## src/rtl/cfgseq_pkg.sv

```systemverilog
package cfgseq_pkg;

    localparam int unsigned CS_ADDR_W    = 8;
    localparam int unsigned CS_DATA_W    = 16;
    localparam int unsigned CS_N_ENTRIES = 5;
    localparam int unsigned CS_IDX_W     = $clog2(CS_N_ENTRIES);

    typedef struct packed {
        logic [CS_ADDR_W-1:0] addr;
        logic [CS_DATA_W-1:0] clr;
        logic [CS_DATA_W-1:0] force_bits;
    } cfg_entry_t;

    typedef enum logic [1:0] {
        SEQ_IDLE  = 2'd0,
        SEQ_READ  = 2'd1,
        SEQ_WRITE = 2'd2,
        SEQ_END   = 2'd3
    } seq_state_t;

    // Ordered configuration list; position in the walk is the index.
    function automatic cfg_entry_t entry_at(input int unsigned i);
        cfg_entry_t e;
        case (i)
            0:       e = '{addr: 8'h06, clr: 16'h6017, force_bits: 16'h2001};
            1:       e = '{addr: 8'h08, clr: 16'h3FFF, force_bits: 16'h3FF1};
            2:       e = '{addr: 8'h09, clr: 16'h000F, force_bits: 16'h0000};
            3:       e = '{addr: 8'h0D, clr: 16'h000F, force_bits: 16'h000B};
            4:       e = '{addr: 8'h0E, clr: 16'h00FF, force_bits: 16'h0010};
            default: e = '0;
        endcase
        return e;
    endfunction

    function automatic logic [CS_DATA_W-1:0] merge_word(
        input logic [CS_DATA_W-1:0] rd,
        input logic [CS_DATA_W-1:0] clr,
        input logic [CS_DATA_W-1:0] fb
    );
        return (rd & ~clr) | fb;
    endfunction

endpackage

```

## src/rtl/cfgseq_table.sv

```systemverilog
module cfgseq_table
    import cfgseq_pkg::*;
(
    input  logic [CS_IDX_W-1:0] idx_i,
    output cfg_entry_t          entry_o
);
    cfg_entry_t rom [CS_N_ENTRIES];

    for (genvar g = 0; g < CS_N_ENTRIES; g++) begin : g_rom
        assign rom[g] = entry_at(g);
    end

    always_comb begin
        if (idx_i < CS_IDX_W'(CS_N_ENTRIES)) entry_o = rom[idx_i];
        else                                 entry_o = '0;
    end
endmodule

```

## src/rtl/cfgseq_merge.sv

```systemverilog
module cfgseq_merge
    import cfgseq_pkg::*;
(
    input  logic [CS_DATA_W-1:0] rdata_i,
    input  logic [CS_DATA_W-1:0] clr_i,
    input  logic [CS_DATA_W-1:0] force_i,
    output logic [CS_DATA_W-1:0] merged_o
);
    assign merged_o = merge_word(rdata_i, clr_i, force_i);
endmodule

```

## src/rtl/cfgseq_ctrl.sv

```systemverilog
module cfgseq_ctrl
    import cfgseq_pkg::*;
#(
    parameter int unsigned ERR_W = 3
) (
    input  logic                 clk,
    input  logic                 rst,
    input  logic                 start_i,
    input  logic                 rsp_done_i,
    input  logic [ERR_W-1:0]     rsp_err_i,
    input  logic [CS_DATA_W-1:0] merged_i,
    output logic [CS_IDX_W-1:0]  idx_o,
    output logic [CS_DATA_W-1:0] wdata_o,
    output logic                 busy_o,
    output logic                 done_o,
    output logic                 pass_o,
    output logic                 req_o,
    output logic                 req_we_o
);
    localparam logic [CS_IDX_W-1:0] LAST_IDX = CS_IDX_W'(CS_N_ENTRIES - 1);

    seq_state_t           state_q;
    logic [CS_IDX_W-1:0]  idx_q;
    logic [CS_DATA_W-1:0] wdata_q;
    logic                 pass_q;
    logic                 rsp_bad;

    assign rsp_bad = (rsp_err_i != '0);

    always_ff @(posedge clk) begin
        if (rst) begin
            state_q <= SEQ_IDLE;
            idx_q   <= '0;
            wdata_q <= '0;
            pass_q  <= 1'b0;
        end else begin
            case (state_q)
                SEQ_IDLE: begin
                    if (start_i) begin
                        state_q <= SEQ_READ;
                        idx_q   <= '0;
                        pass_q  <= 1'b0;
                    end
                end
                SEQ_READ: begin
                    if (rsp_done_i) begin
                        if (rsp_bad) begin
                            state_q <= SEQ_END;
                            pass_q  <= 1'b0;
                        end else begin
                            wdata_q <= merged_i;
                            state_q <= SEQ_WRITE;
                        end
                    end
                end
                SEQ_WRITE: begin
                    if (rsp_done_i) begin
                        if (rsp_bad) begin
                            state_q <= SEQ_END;
                            pass_q  <= 1'b0;
                        end else if (idx_q == LAST_IDX) begin
                            state_q <= SEQ_END;
                            pass_q  <= 1'b1;
                        end else begin
                            idx_q   <= idx_q + 1'b1;
                            state_q <= SEQ_READ;
                        end
                    end
                end
                default: state_q <= SEQ_IDLE;
            endcase
        end
    end

    assign idx_o    = idx_q;
    assign wdata_o  = wdata_q;
    assign pass_o   = pass_q;
    assign busy_o   = (state_q != SEQ_IDLE);
    assign done_o   = (state_q == SEQ_END);
    assign req_o    = (state_q == SEQ_READ) || (state_q == SEQ_WRITE);
    assign req_we_o = (state_q == SEQ_WRITE);

    assert_start_R2: assert property (@(posedge clk) disable iff (rst)
        (start_i && !busy_o) |=> (req_o && !req_we_o && idx_o == '0));

    assert_rd_then_wr_R3: assert property (@(posedge clk) disable iff (rst)
        (req_o && !req_we_o && rsp_done_i && !rsp_bad) |=> (req_o && req_we_o && $stable(idx_o)));

    assert_req_hold_R5: assert property (@(posedge clk) disable iff (rst)
        (req_o && !rsp_done_i) |=> (req_o && $stable(req_we_o) && $stable(idx_o) && $stable(wdata_o)));

    assert_done_pulse_R6: assert property (@(posedge clk) disable iff (rst)
        done_o |=> (!done_o && !busy_o));

    assert_abort_R7: assert property (@(posedge clk) disable iff (rst)
        (req_o && rsp_done_i && rsp_bad) |=> (done_o && !pass_o && !req_o));

    assert_busy_start_R8: assert property (@(posedge clk) disable iff (rst)
        (start_i && req_o && !rsp_done_i) |=> ($stable(idx_o) && $stable(req_we_o)));
endmodule

```

## src/rtl/rmw_cfg_seq.sv

```systemverilog
module rmw_cfg_seq
    import cfgseq_pkg::*;
#(
    parameter int unsigned ERR_W = 3
) (
    input  logic                 clk,
    input  logic                 rst,
    input  logic                 start_i,
    output logic                 busy_o,
    output logic                 done_o,
    output logic                 pass_o,
    output logic                 req_o,
    output logic                 req_we_o,
    output logic [CS_ADDR_W-1:0] req_addr_o,
    output logic [CS_DATA_W-1:0] req_wdata_o,
    input  logic                 rsp_done_i,
    input  logic [CS_DATA_W-1:0] rsp_rdata_i,
    input  logic [ERR_W-1:0]     rsp_err_i
);
    logic [CS_IDX_W-1:0]  idx;
    cfg_entry_t           cur_entry;
    logic [CS_DATA_W-1:0] merged;

    cfgseq_table u_table (
        .idx_i   (idx),
        .entry_o (cur_entry)
    );

    cfgseq_merge u_merge (
        .rdata_i  (rsp_rdata_i),
        .clr_i    (cur_entry.clr),
        .force_i  (cur_entry.force_bits),
        .merged_o (merged)
    );

    cfgseq_ctrl #(.ERR_W(ERR_W)) u_ctrl (
        .clk        (clk),
        .rst        (rst),
        .start_i    (start_i),
        .rsp_done_i (rsp_done_i),
        .rsp_err_i  (rsp_err_i),
        .merged_i   (merged),
        .idx_o      (idx),
        .wdata_o    (req_wdata_o),
        .busy_o     (busy_o),
        .done_o     (done_o),
        .pass_o     (pass_o),
        .req_o      (req_o),
        .req_we_o   (req_we_o)
    );

    assign req_addr_o = cur_entry.addr;

    assert_addr_hold_R5: assert property (@(posedge clk) disable iff (rst)
        (req_o && !rsp_done_i) |=> (req_o && $stable(req_addr_o)));

    assert_req_quiet_R1: assert property (@(posedge clk) disable iff (rst)
        (!busy_o && !start_i) |=> !req_o);
endmodule

```

## config.mk

```make
export PLATFORM = sky130hd
export DESIGN_NAME = rmw_cfg_seq
export DESIGN_NICKNAME = d
export VERILOG_FILES = /design/src/rtl/cfgseq_pkg.sv /design/src/rtl/cfgseq_table.sv /design/src/rtl/cfgseq_merge.sv /design/src/rtl/cfgseq_ctrl.sv /design/src/rtl/rmw_cfg_seq.sv
export SDC_FILE = /design/constraint.sdc
export NUM_CORES = 1
export LEC_CHECK = 0
export BUFFER_PORTS_ARGS = -buffer_cell sky130_fd_sc_hd__buf_4
export CAP_MARGIN = 10
export CELL_PAD_IN_SITES_DETAIL_PLACEMENT = 1
export CELL_PAD_IN_SITES_GLOBAL_PLACEMENT = 1
export CORE_UTILIZATION = 37
export CTS_CLUSTER_DIAMETER = 150
export DETAILED_ROUTE_END_ITERATION = 8
export PLACE_DENSITY_LB_ADDON = 0.1
export SLEW_MARGIN = 5
export SYNTH_ARGS = -nofsm -noshare
export SYNTH_HDL_FRONTEND = slang
export SYNTH_SLANG_ARGS = --single-unit
```

## constraint.sdc

```tcl
create_clock -name clk -period 3.25 [get_ports clk]
set_clock_uncertainty 0.1 [all_clocks]
set_input_delay 0.325 -clock clk [delete_from_list [all_inputs] [get_ports clk]]
set_output_delay 0.325 -clock clk [all_outputs]
set_load 0.005 [all_outputs]
```

# Yosys cells after proc, flatten, opt, wreduce, memory -nomap -nowiden
# Memory sizes are Yosys's and may differ from the RTL's.
# Cells that the tools add are included.
# totals
regBits	22
latchBits	0
mem_bits_rw	0
mem_bits_ro	320
out_inout_bits	29
memories	1
# op_classes
n_addsub	1
multipliers	0
div_mod_pow	0
order_cmp	2
n_eq_ne	11
shifts	0
n_mux	22
n_bitwise	5
reduce_logical	10
# memory_table
name	words	width	read_ports	rd_clocked_by_memory_dff	write_ports	line_no	source
(name not given)	8	40	1	0	0	cfgseq_table.sv:14	if (idx_i < CS_IDX_W'(CS_N_ENTRIES)) entry_o = rom[idx_i];
# op_table
op	n
40-bit two-way mux	3
16-bit AND	1
16-bit inverter	1
16-bit OR	1
3-bit two-way mux	4
2-bit two-way mux	5
2-bit inequality test (second input constant)	4
1-bit two-way mux	7
2-bit one-hot mux with 3 select lines	1
3-bit one-hot mux with 2 select lines	1
3-bit AND reduction	2
6-bit AND reduction	1
3-bit nonzero test	2
5-bit AND reduction	1
2-bit equality test (second input constant)	2
4-bit >= comparator (second input constant)	1
2-bit by 1-bit inequality test with 1-bit output (second input constant)	2
3-bit inverter with 4-bit output	1
2-bit nonzero test	2
3-bit by 1-bit adder with 3-bit output (second input constant)	1
3-bit equality test (second input constant)	1
3-bit < comparator (second input constant)	1
3-bit by 1-bit inequality test with 1-bit output (second input constant)	1
1-bit one-hot mux with 3 select lines	1
other kinds (4)	4

# Longest topological paths before layout
# depth
depth_word	8
ltp_mapped	6
mapped_depth_nobuf	5

# By module
# A second synthesis with hierarchy kept.
# hier_totals
cells_unflattened	209
hier_area_um2	1547.7
# modules_own_cells
mod	instances	cells_each	area_per_inst_um2	seq_area_each_um2
cfgseq_ctrl	1	126	1004.7	440.4
cfgseq_table	1	51	362.8	0.0
cfgseq_merge	1	32	180.2	0.0

# Worst setup path before layout
# Ideal clock, no wire load.
# synth_path
path_type	reg2reg
start	register u_ctrl.state_q[0]
end	register u_ctrl.pass_q, in the netlist u_ctrl.pass_o
t_arrival_ns	1.602
required_ns	3.055
slack_ns	1.453
stages_incl_launch_ff	6
path_buffers	0
synth_period_minus_slack_ns	1.797
cell_sequence	dfxtp_1 inv_1 ha_1 o21ba_2 a2111o_1 a221oi_1
# synth_between
elab_chain_cells	3
elab_cells_between_ends	11
# synth_rtl
element	line_no	source
start: declaration	cfgseq_ctrl.sv:22	seq_state_t state_q;
start signal: assignment	cfgseq_ctrl.sv:32	state_q <= SEQ_IDLE;
start signal: assignment	cfgseq_ctrl.sv:40	state_q <= SEQ_READ;
start signal: assignment	cfgseq_ctrl.sv:48	state_q <= SEQ_END;
2-bit equality test *	-	
via req_we_o	rmw_cfg_seq.sv:13	output logic req_we_o,
3-bit by 1-bit inequality test with 1-bit output (no source line) (tied with other cells)	-	
6-bit AND reduction (no source line)	-	
end signal: assignment	cfgseq_ctrl.sv:35	pass_q <= 1'b0;
end signal: assignment	cfgseq_ctrl.sv:42	pass_q <= 1'b0;
end signal: assignment	cfgseq_ctrl.sv:49	pass_q <= 1'b0;
end: declaration	cfgseq_ctrl.sv:25	logic pass_q;
# The timed path passes the listed nets; every way through them passes the cells marked *.
# A chain may end at the register's enable or synchronous reset.

# Worst setup path in the final report
# layout_path
start	register u_ctrl.state_q[1]
end	register u_ctrl.wdata_q[13], in the netlist u_ctrl.wdata_o[13]
# layout_between
elab_chain_cells	2
# layout_rtl
element	line_no	source
2-bit by 1-bit equality test with 1-bit output	cfgseq_ctrl.sv:37	case (state_q)
3-bit AND reduction (no source line)	-	
end signal: assignment	cfgseq_ctrl.sv:51	wdata_q <= merged_i;
end: declaration	cfgseq_ctrl.sv:24	logic [CS_DATA_W-1:0] wdata_q;
# No other way between the ends.

==> flow_summary_export.csv <==
group,metric,value,unit
route,wl_per_cell,15.1,um
power_and_ir_drop,power.density,523,nW/um2
finish,instances_no_fill,239,
floorplanning,dieArea,3800,um2
route,drt_iter0_markers,55,
floorplanning,die-height,61.7,um
global_route,grt_first_pass_wirelength,5.71,mm
route,num_vias,1304,
power_and_ir_drop,ir_drop,0.000384,V
logic_synthesis,synthArstFlopShare,0,%
place,dpl_cell_area,1660,um2
floorplanning,io_pins,52,
clock_network,cts.sinks,22,
flow_run,cap_violations,0,
finish,drive_gt1_share,31.6,%
route,routed_wl,3.61,mm
timing,timing.final.crit_period,2.32,ns
floorplanning,initial_core_util,39.2,%
clock_network,clk_latency,0.31,ns
clock_network,cts_root_buffer,"clkbuf_4",
setup_path,startpoint_type,"register",
clock_network,clkTransAtPathRegs,0.13,ns
logic_synthesis,ys.flop_type,"dfxtp_1",
timing,fin_tns_setup,0,ns
timing,tightest_slew,0.806,ns
timing,hold_viol_final,0,
clock_network,htree_levels,1,
place,dp_slack,0.906,ns
logic_synthesis,yosys_warnings,0,
floorplanning,die_width,61.7,um
clock_network,cts_resized,0,
logic_synthesis,synth.avg_cell_area,8.61,um2
floorplanning,std_cell_rows,21,
timing,rsz0062_at_grt,"no",
min_path,hold_end,"u_ctrl.wdata_o[15]$_SDFFE_PP0P_",
setup_path,crit_fanout,22,
finish,fill_cells,446,
route,dr.pass1.iters,4,
setup_path,crit-reg2reg-launch,"u_ctrl.state_q[1]$_SDFFE_PP0P_",
setup_path,r2r_setup_slack,0.93,ns
place,io_buffers,47,
global_route,antenna_found_initial,0,
clock_network,numCtsBuffers,3,
global_route,grt_pass1_vias,1231,
global_route,grt-ovfl-total,0,
setup_path,arrival,2.42,ns
place,hpwl,2.72,mm
place,finalWeightedCongestion,0.775,
finish,diodes,0,
finish,layout.nets,227,
global_route,grt_max_degree,24,
finish,stdcell_area,1720,um2
timing,drv_slew,0,
logic_synthesis,synth_cell_types,41,
power_and_ir_drop,leakage,0.701,nW
logic_synthesis,seq_area_frac_synth,33.4,%
clock_network,tritoncts,"done",
timing,min_period_over_period,71.2,%
min_path,holdCritPathClass,"primary input to register",
route,drcViolationCount,0,
timing,finalWorstSetupSlack,0.935,ns
setup_path,rr_endpoint,"u_ctrl.wdata_o[13]$_SDFFE_PP0P_",
setup_path,reg2regPathDepth,5,
route,via_per_inst,5.46,
place,dp_cells,235,
logic_synthesis,syn-cell-area,1320,um2
clock_network,postCtsHoldBufs,0,
timing,maxSlewHeadroom,46.2,%
route,ant_nets,0,
floorplanning,fp.coreArea,3360,um2
clock_network,postCtsSetupRepairBufs,0,
setup_path,crit_required,3.36,ns
clock_network,cts_max_path_buffers,2,
finish,syn_to_final_growth,30.2,%
setup_path,crit_path_end_kind,"register",
global_route,grtUsageTotal,20.2,%
timing,setup_viol,0,
logic_synthesis,syn_inst,153,
setup_path,path_class,"register to register",
timing,max_freq,432,MHz
logic_synthesis,ys_ff_latch,22,
min_path,hold_path_depth,3,
status,outcome,"completed",
logic_synthesis,synth_edf_count,0,
min_path,hp-start,"rsp_rdata_i[15]",
metrics by stage:
stage	utilization (%)	power (mW)	hold WS (ns)
floorplan	-	0.549	0.363
global placement	49.4	0.674	0.364
detailed placement	49.4	0.692	0.379
CTS	51.0	0.909	0.153
global route	51.0	0.958	0.151
finish	51.0	0.897	0.161
cells in the mapped netlist (2+ instances only):
cell type / count / share of area, %
a211oi_1: 3 / 1.7
clkbuf_1: 5 / 1.4
dfxtp_1: 22 / 33
nand4_1: 2 / 0.95
o21ai_0: 11 / 4.2
o2111ai_1: 4 / 2.7
inv_1: 10 / 2.8
nor2_1: 6 / 1.7
a311oi_1: 4 / 2.7
nor4_2: 4 / 3.8
buf_2: 4 / 1.5
ha_1: 10 / 9.5
a21oi_1: 21 / 8.0
nor3_1: 8 / 3.0
buf_4: 4 / 2.3
a221o_1: 2 / 1.5
o31a_1: 2 / 1.3
nand2_1: 4 / 1.1
nor2b_1: 3 / 1.4
nand2b_1: 3 / 1.4
cells in the final DEF, fill, tap and decap left out, drive strengths merged:
master	instances
a221o	2
nand4	2
conb	4
o31a	2
dfxtp	22
a41o	1
o21ba	1
nor4b	1
clkbuf	3
or3b	1
o21ai	11
a21oi	21
o21a	1
nor2	6
or4b	1
a221oi	1
bufinv	1
nand2	4
nor2b	3
ha	10
a311oi	4
nor4	5
or2	1
a211o	1
o2111ai	4
buf	48
inv	10
o21bai	1
o31ai	1
o211ai	1
nor3	8
a2111o	1
nand2b	3
a2111oi	1
and4	1
a211oi	3
nand3	1
nand3b	1
final cells by class:
cell class	count	area [um2]	area share, %
Multi-Input combinational cell	109	767	44.7
Clock inverter	1	30.0	1.75
Sequential cell	22	440	25.7
Inverter	10	37.5	2.19
Tap cell	46	57.6	3.36
Clock buffer	3	22.5	1.31
Timing Repair Buffer	48	360	21.0
how the worst max path moves through the flow:
stage,startpoint,endpoint
6_report,u_ctrl.state_q[1]$_SDFFE_PP0P_,u_ctrl.wdata_o[13]$_SDFFE_PP0P_
5_1_grt,u_ctrl.state_q[0]$_SDFFE_PP0P_,u_ctrl.wdata_o[13]$_SDFFE_PP0P_
4_1_cts,u_ctrl.state_q[1]$_SDFFE_PP0P_,u_ctrl.wdata_o[13]$_SDFFE_PP0P_
3_5_place_dp,u_ctrl.state_q[1]$_SDFFE_PP0P_,u_ctrl.wdata_o[13]$_SDFFE_PP0P_
3_3_place_gp,u_ctrl.state_q[1]$_SDFFE_PP0P_,u_ctrl.wdata_o[13]$_SDFFE_PP0P_
2_1_floorplan,u_ctrl.state_q[0]$_SDFFE_PP0P_,u_ctrl.pass_o$_SDFFE_PP0P_
critical path: stages (launching register included):
cell       delay [ns]
dfxtp_1          0.38
inv_1            0.11
ha_1             0.67
inv_1            0.42
a2111oi_0        0.46
nor3_1           0.07
metal layers:
metal | global-route usage, % | share of wire, % | wire (um) | up-vias
met4 | 5.71 | 0.53 | 19 | 0
met5 | 0 | 0 | 0 | -
met2 | 35.6 | 51 | 1830 | 31
met3 | 2.31 | 4.3 | 156 | 2
li1 | - | - | - | 641
met1 | 25.9 | 45 | 1610 | 630
registers in the layout, summed over array words and instances, names as in the netlist:
signal,flops
u_ctrl.idx_o,3
u_ctrl.wdata_o,16
u_ctrl.state_q,2
u_ctrl.pass_o,1
power breakdown:
part	total [mW]	leakage, nW	internal (mW)	switching [mW]
registers	0.318	0.178	0.293	0.0255
logic	0.365	0.495	0.158	0.207
clock network	0.215	0.0279	0.125	0.0901
logic make-up after synthesis:
family,count (synthesis),synth area share (%)
DFF,22,33.4
buffers and inverters,25,9.21
AOI/OAI and AO/OA,57,28.7
and+or+nand+nor,38,18.9
adders and majority gates,10,9.50
other,1,0.285
(Power assumes the default switching activity.)
